`src/rtl/phy_irq_ctrl.sv`:
```
module phy_irq_ctrl #(
  parameter int N_SRC  = 7,
  parameter int ADDR_W = 5
) (
  input  logic              clk,
  input  logic              rst_n,
  input  logic [N_SRC-1:0]  evt_i,
  input  logic [ADDR_W-1:0] addr_i,
  input  logic              rd_en_i,
  input  logic              wr_en_i,
  input  logic [N_SRC:0]    wr_data_i,
  output logic [N_SRC:0]    rd_data_o,
  output logic              irq_n
);
  localparam logic [ADDR_W-1:0] A_STAT = '0;
  localparam logic [ADDR_W-1:0] A_ENAB = ADDR_W'(1);

  logic [N_SRC-1:0] stat_q, enab_q;
  logic             stat_rd, enab_wr;

  assign stat_rd = rd_en_i && (addr_i == A_STAT);
  assign enab_wr = wr_en_i && (addr_i == A_ENAB);

  always_ff @(posedge clk or negedge rst_n)
    if (!rst_n)       stat_q <= '0;
    else if (stat_rd) stat_q <= evt_i;
    else              stat_q <= stat_q | evt_i;

  always_ff @(posedge clk or negedge rst_n)
    if (!rst_n)       enab_q <= '0;
    else if (enab_wr) enab_q <= wr_data_i[N_SRC:1];

  always_comb begin
    rd_data_o = '0;
    if (rd_en_i) begin
      if (addr_i == A_STAT)      rd_data_o = {stat_q, 1'b0};
      else if (addr_i == A_ENAB) rd_data_o = {enab_q, 1'b0};
    end
  end

  assign irq_n = ~|(stat_q & enab_q);

  AST_EVT_LATCH: assert property (@(posedge clk) disable iff (!rst_n)
    |evt_i |=> ((stat_q & $past(evt_i)) == $past(evt_i)));
  AST_STICKY: assert property (@(posedge clk) disable iff (!rst_n)
    !stat_rd |=> ((stat_q & $past(stat_q)) == $past(stat_q)));
  AST_CLR_READ: assert property (@(posedge clk) disable iff (!rst_n)
    stat_rd |=> (stat_q == $past(evt_i)));
  AST_ENAB_HOLD: assert property (@(posedge clk) disable iff (!rst_n)
    !enab_wr |=> $stable(enab_q));
  AST_RSVD_BIT: assert property (@(posedge clk) disable iff (!rst_n)
    rd_data_o[0] == 1'b0);
  AST_IRQ_IDLE: assert property (@(posedge clk) disable iff (!rst_n)
    (stat_q == '0) |-> irq_n);
endmodule

```
`config.mk`:
```
export PLATFORM = sky130hd
export DESIGN_NAME = phy_irq_ctrl
export DESIGN_NICKNAME = d
export VERILOG_FILES = /design/src/rtl/phy_irq_ctrl.sv
export SDC_FILE = /design/constraint.sdc
export NUM_CORES = 1
export LEC_CHECK = 0
export ABC_AREA = 1
export BUFFER_PORTS_ARGS = -buffer_cell sky130_fd_sc_hd__buf_2
export CORE_ASPECT_RATIO = 1.2
export CORE_MARGIN = 2
export CORE_UTILIZATION = 40
export CTS_CLUSTER_DIAMETER = 30
export DETAILED_ROUTE_END_ITERATION = 8
export GPL_ROUTABILITY_DRIVEN = 0
export PLACE_DENSITY_LB_ADDON = 0.1
export SLEW_MARGIN = 30
export SYNTH_ARGS = -nofsm -noshare
export SYNTH_HDL_FRONTEND = slang
export SYNTH_SLANG_ARGS = --single-unit
```
`constraint.sdc`:
```
create_clock -name clk -period 0.8 [get_ports clk]
set_input_delay 0.08 -clock clk [delete_from_list [all_inputs] [get_ports clk]]
set_output_delay 0.08 -clock clk [all_outputs]
set_load 0.1 [all_outputs]
```
[After elaboration in Yosys (flattened, before gate mapping)]
Cells that the tools add are included.
Word-level totals
  flip-flop bits (word level): 14
  latch bits: 0
  RAM bits: 0
  memory bits (read-only): 0
  bits of input ports: 24
  output and inout port bits: 9
  word-level logic and storage cells: 14
  memories kept: 0
Cells by class
  $add $sub $neg: 0
  multipliers: 0
  div/mod/pow operators: 0
  order comparisons: 0
  equality and inequality tests: 1
  shift operators: 0
  muxes and demuxes: 4
  bitwise gates (word level): 2
  reduce and logical (&&, ||, !) cells: 5
Operators by type and width (number)
  8-bit 2-to-1 mux: 3
  7-bit AND: 1
  7-bit 2-to-1 mux: 1
  7-bit bitwise OR: 1
  7-bit OR reduction: 1
  5-bit by 1-bit == test with 1-bit output (second input constant): 1
  5-bit logical NOT: 1
  1-bit logical AND: 2
  1-bit logical NOT: 1

[Logic depth before layout (Yosys ltp)]
Gate-level depths: netlist (run 1).
  depth after elaboration: 4
  mapped depth: 6
  depth with buffers taken out: 6

[Least setup slack after synthesis (run 1)]
OpenSTA, ideal clock, no wires.
  path kind: flip-flop to output port
  from: register enab_q[3]
  to: output irq_n
  arrival time: 1773 ps
  data required time: 720 ps
  path slack: -1053 ps
  stages on the path, launching flop included: 4
  path buffers: 0
  cell sequence: dfrtp_1 > nand2_1 > nand4_1 > nor2_1
Between the ends
  cells in the longest elaborated chain, start to end: 3
RTL lines
  start, declared: RTL line 18  | logic [N_SRC-1:0] stat_q, enab_q;
  start signal, assigned: RTL line 31  | else if (enab_wr) enab_q <= wr_data_i[N_SRC:1];
  7-bit AND: RTL line 41  | assign irq_n = ~|(stat_q & enab_q);
  7-bit OR reduction: RTL line 41
  1-bit logical NOT: RTL line 41
  end, declared: RTL line 13  | output logic irq_n
No other way between the ends.

[Final worst setup path (run 1)]
  from: register enab_q[4]
  to: output irq_n
Same word-level chain as after synthesis.

==> metrics, run 1 <==
synth-to-layout area growth 121%; Fin. Hold Viols 0; post-DR wirelength/cell 18.8 microns; largest fanout on the critical path 3; hold path cells 3; antenna cells 0; worst min path class in2reg; total die area 2320 sq um; start point of the critical path enab_q[4]; total leakage power about 0.91 nW; Post-DP Area about 1300 sq um; cts bufs inserted 3; RSZ-0062 raised after global routing yes; max incr delay on CP around 440 ps; post-layout min period 1400 ps; crit path capture type output pin; R2R Path Start stat_q[5]; critical path depth in cells 4; I/O Pins 33; Cells after Synth 107; port bufs 30; wirelength, routed 3710 microns; final setup skew 0 ps; Yosys top cell area share ~45%; clock sink total 14; Post-synth ARST share 100%; Yosys reg bits 14; buffers plus inverters on the worst setup path 1; most frequent cell after synthesis nand2_1; design area 1720 sq um; Via density 5.53; Combinational Power Share between 30% and 40%; Syn Area/Cell around 7.3 sq um; setup violators final 17; Post-Place Worst Slack -322 ps; Pint 1.42 mW; initial antenna violation count 0; largest net degree at the start of global routing 15; Mapped Area 779 sq um; Max Cap Violations 0; delay-heaviest family, CP flip-flops; Slowest-stage cell, CP dfrtp_1; violated checks setup timing; CTS max path bufs 2; die height 52.4 microns; Cell Rows 17; 1st-pass router iterations 4; CP Data Arrival Time 1320 ps; Startpoint Class flip-flop; # nets final ~200; final antenna-violating net count 0; Worst Path Required 720 ps; Sw Share 37.2%; Synth warnings 0; Pwr Density roughly 1300 nW/um^2; most frequent cells after synthesis nand2_1, nand3_1, dfrtp_1; count of different cell masters after synthesis 12; first-pass GRT wire length 3990 microns; clk slew on worst S/H paths around 90 ps; Hold Path Origin wr_data_i[5]; number of DRC markers in iteration 0 37; Clock Power Share 23.8%; post-synth net total 131; vias in the first global route 929; GRT Residual Overflow 0; Tcrit/Tclk final 176%; Setup WS post-layout -605 ps; Crit Path Class reg2out; H-tree Lvls 1; drt drc 0; initial core utilization a little over two fifths; Yosys top cell by area dfrtp_1; clk root buf clkbuf_4; Most used DFF post-synth dfrtp_1; Placeable Area around 1800 sq um; ratio of cells with drive above 1 in the final layout 56.7%; r2r worst-path depth 4; total track usage 23.9%; crit-path cells nand2_1, nand3_1, nor2_4, buf_12; maximum clock rate 712 MHz; post-synthesis sequential area ratio about 45%; post-DP HPWL 1600 microns; Psw 841 uW; largest cells by area after synthesis dfrtp_1, nand2_1, nand3_1; maximum vdd drop 0.00127 V; Post-synth EDFFs 0; status finished, violations left; max-slew violations 0; CTS tree done; sequential power share between 30% and 40%; die width 44.3 microns; flop-to-flop setup slack -80 ps; clock insertion delay at the later pin of the skew report 290 ps; via count 1089
## logic make-up after synthesis
| logic type | Yosys count | synth area share (%) |
|---|---|---|
| and+or+nand+nor | 77 | 46.9 |
| DFF | 14 | 44.9 |
| other | 1 | 0.481 |
| buffers and inverters | 15 | 7.70 |
## power groups by stage
stage	Combinational, mW	Sequential (mW)	Clock [mW]
after global routing	0.908	0.854	0.571
after CTS	0.722	0.822	0.545
after floorplan	0.378	0.834	0
after global placement	0.639	0.835	0
final	0.871	0.850	0.538
after detailed placement	0.650	0.838	0
## routing by layer
layer | vias up | wire (microns) | global-route usage [%]
met2 | 74 | 1870 | 42.6
met1 | 525 | 1400 | 26.2
li1 | 468 | - | -
met4 | 0 | 183 | 14.1
met3 | 22 | 253 | 3.10
met5 | - | 0 | 0
## worst paths after layout
check,to
worst max-delay path,irq_n
worst min-delay path,enab_q[4]
worst max register to register,stat_q[5]
worst min register to register,enab_q[4]
max in group asynchronous,stat_q[3]
min in group asynchronous,stat_q[2]
## final cells by class
| class | count | area, sq um |
|---|---|---|
| inverter | 14 | 52.6 |
| multi-input combinational | 78 | 613 |
| fill | 55 | 108 |
| tap | 19 | 23.8 |
| sequential | 14 | 350 |
| clock buffer | 4 | 36.3 |
| timing repair buffer | 68 | 646 |
## state kept, by name (all words and copies together) (netlist names)
register and count:
enab_q 7, stat_q 7
## cell usage in the layout, fill, tap and decap left out
cell type | netlist | final
buf_12 | 0 | 10
buf_2 | 0 | 22
buf_4 | 1 | 16
buf_6 | 0 | 12
clkbuf_4 | 0 | 3
clkbuf_8 | 0 | 1
conb_1 | 1 | 1
dfrtp_1 | 14 | 14
dlygate4sd3_1 | 0 | 8
inv_1 | 13 | 13
inv_2 | 1 | 1
nand2_1 | 49 | 30
nand2_2 | 3 | 9
nand2_4 | 1 | 9
nand2_8 | 0 | 5
nand3_1 | 17 | 10
nand3_2 | 0 | 1
nand3_4 | 0 | 6
nand4_1 | 1 | 1
nor2_4 | 5 | 6
## tightest hold or removal path, cell delays in order
cell	delay, ps
buf_2	70
nand3_1	60
nand2_1	60
## stage by stage
step | hold slack (ps) | utilization (%) | instances | TNS, ps | power (mW)
finish | 13.2 | 94.1 | 197 | -4010 | 2.26
global route | 30.6 | 94.1 | 197 | -4450 | 2.33
CTS | 10.0 | 84.1 | 187 | -3580 | 2.09
detailed placement | -10.4 | 72.1 | 173 | -4860 | 1.49
global placement | -9.64 | 72.1 | 173 | -4430 | 1.47
floorplan | -216 | - | 107 | -1060 | 1.21
## timing repair
action / in CTS / in global routing
pin swaps: 3 / 15
endpoints found under the hold margin: 21 / 0
setup endpoints to repair: 8 / 16
setup buffers: 2 / 11
hold buffers: 8 / 0
gates resized for setup: 18 / 22
(Power assumes the default switching activity.)
==> inputs of run 2 (changes only) <==
--- a/config.mk
+++ b/config.mk
@@ -14,3 +14,3 @@
 export DETAILED_ROUTE_END_ITERATION = 8
-export GPL_ROUTABILITY_DRIVEN = 0
+export GPL_ROUTABILITY_DRIVEN = 1
 export PLACE_DENSITY_LB_ADDON = 0.1
==> constraint.sdc (replaced) <==
create_clock -name clk -period 0.8 [get_ports clk]
set_input_delay 0.12 -clock clk [delete_from_list [all_inputs] [get_ports clk]]
set_output_delay 0.12 -clock clk [all_outputs]
set_load 0.1 [all_outputs]
==> run 2 against run 1 <==
Against the previous run:
- the flow still finishes with violations (setup timing)
- highest routed layer unchanged
- global-route usage up 0.29 points
- critical endpoint unchanged
- critical path depth unchanged
- largest cell class unchanged
- fmax down 4.4%
- via count down 6.4%
==> metrics, run 2 (same netlist as run 1, synthesis figures left out) <==
port bufs 30 (unchanged); I/O Pins 33 (unchanged); reg2reg end enab_q[6]; post-DR wirelength/cell 17.8 microns (-5.3%); max-slew violations 0 (unchanged); Slowest-stage cell, CP dfrtp_1; gpl congestion 0.783; Worst Path Required 680 ps (-40 ps); total track usage 24.1% (+0.29 points); post-DP HPWL 1560 microns (-2.4%); Placeable Area 1830 sq um (unchanged); Hold Path Origin evt_i[5]; crit-path cells nand2_1, nand4_1, nor2_4, buf_12; worst min path class in2reg; maximum clock rate 680 MHz (-4.4%); violated checks setup timing; synth-to-layout area growth 120%; Psw 836 uW (-0.55%); design area 1720 sq um (-0.22%); clk root buf clkbuf_4; ratio of cells with drive above 1 in the final layout 62.4% (+5.7 points); wirelength, routed 3420 microns (-7.7%); R2R Path Start enab_q[6]; Fin. Hold Viols 0 (unchanged); clock sink total 14 (unchanged); initial core utilization 42.6% (unchanged); 1st-pass router iterations 4 (unchanged); commonest non-fill, non-tap cell in the layout nand2_1; crit path capture type output pin; Pwr Density 1330 nW/um^2 (+1.2%); antenna cells 0 (unchanged); cts bufs inserted 3 (unchanged); Post-DP Area 1300 sq um (-1.3%); H-tree Lvls 1 (unchanged); clock insertion delay at the later pin of the skew report 280 ps (about the same); drt drc 0 (unchanged); GRT Residual Overflow 0 (unchanged); post-layout min period 1470 ps (+65.3 ps); final setup skew 0 ps (unchanged); Pint 1.44 mW (+1.9%); registers with the most flip-flops enab_q: 7 flops, stat_q: 7 flops; Startpoint Class flip-flop; vias in the first global route 956 (+2.9%); largest fanout on the critical path 2 (-1); Setup WS post-layout -670 ps (-65.3 ps); CP Data Arrival Time 1350 ps (+30 ps); final antenna-violating net count 0 (unchanged); Combinational Power Share 39.2% (+0.6 points); most frequent cells in the layout nand2_1, buf_6, buf_2; worst setup path end irq_n; die height 52.4 microns (unchanged); CTS max path bufs 2 (unchanged); die width 44.3 microns (unchanged); maximum vdd drop 0.00144 V (+14%); number of DRC markers in iteration 0 38 (+2.7%); Clock Power Share 23.5% (-0.3 points); Tcrit/Tclk final 184% (+8.2 points); final cell count without fillers 192 (-2.5%); Sw Share 36.7% (-0.56 points); fin util 93.9% (-0.21 points); Via density 5.31 (-4.0%); total leakage power 0.893 nW (-1.6%); via count 1019 (-6.4%); Cell Rows 17 (unchanged); clk slew on worst S/H paths 90 ps (about the same); sequential power share 37.2% (-0.4 points); status finished, violations left; first-pass GRT wire length 4060 microns (+1.9%); initial antenna violation count 0 (unchanged); total die area 2320 sq um (unchanged); RSZ-0062 raised after global routing yes; Placed Cells 169 (-2.3%); Crit Path Class reg2out; CTS tree done; max incr delay on CP 430 ps (about the same); Max Cap Violations 0 (unchanged); # nets final 198 (-2.5%); flop-to-flop setup slack -130 ps (-50 ps); Post-Place Worst Slack -389 ps (-67.6 ps); largest net degree at the start of global routing 15 (unchanged); r2r worst-path depth 5 (+1); start point of the critical path enab_q[5]; setup violators final 12 (-5)
run 2: timing repair:
item,CTS,global route
gates resized for setup,27,26
pin swaps,8,15
hold buffers,1,0
endpoints found under the setup margin,8,21
endpoints found under the hold margin,14,0
buffers inserted,7,13
run 2: how the worst min path moves through the flow:
stage	endpoint	slack, ps	cells after the start
4_1_cts	stat_q[1]	9	3
3_3_place_gp	stat_q[4]	30	1
6_report	stat_q[5]	20	3
5_1_grt	stat_q[6]	20	3
2_1_floorplan	enab_q[0]	-180	0
3_5_place_dp	stat_q[0]	30	1
run 2: routing by layer:
metal / share of wire (%) / track usage, %
met5: 0 / 0
met4: 2.1 / 11.6
met3: 7.3 / 2.07
met2: 54 / 45.1
met1: 37 / 26.7
run 2: power by group through the flow:
stage          registers (mW)  clock network [mW]  logic, mW
3_3_place_gp            0.835                   0      0.635
2_1_floorplan           0.834                   0      0.378
5_1_grt                 0.854               0.556      0.940
6_report                0.849               0.537      0.895
4_1_cts                 0.832               0.522      0.773
3_5_place_dp            0.837                   0      0.647
run 2: final cells by class:
| type | instances | area (sq um) |
|---|---|---|
| Timing Repair Buffer | 63 | 641 |
| Multi-Input combinational cell | 78 | 612 |
| Sequential cell | 14 | 350 |
| Fill cell | 58 | 111 |
| Inverter | 14 | 55.1 |
| Clock buffer | 4 | 36.3 |
| Tap cell | 19 | 23.8 |
run 2: per-stage QoR:
| stage | hold slack (ps) | setup TNS (ps) | power, mW |
|---|---|---|---|
| finish | 24.5 | -4260 | 2.28 |
| global route | 20.0 | -4670 | 2.35 |
| CTS | 8.53 | -3690 | 2.13 |
| detailed placement | 27.0 | -6330 | 1.48 |
| global placement | 26.2 | -5930 | 1.47 |
| floorplan | -176 | -1870 | 1.21 |
run 2: critical path, delay by kind of cell (launching register included):
| family | cells | cell delay [ps] |
|---|---|---|
| flip-flops | 1 | 430 |
| AND/OR/NAND/NOR | 3 | 450 |
| buffers and inverters | 1 | 180 |
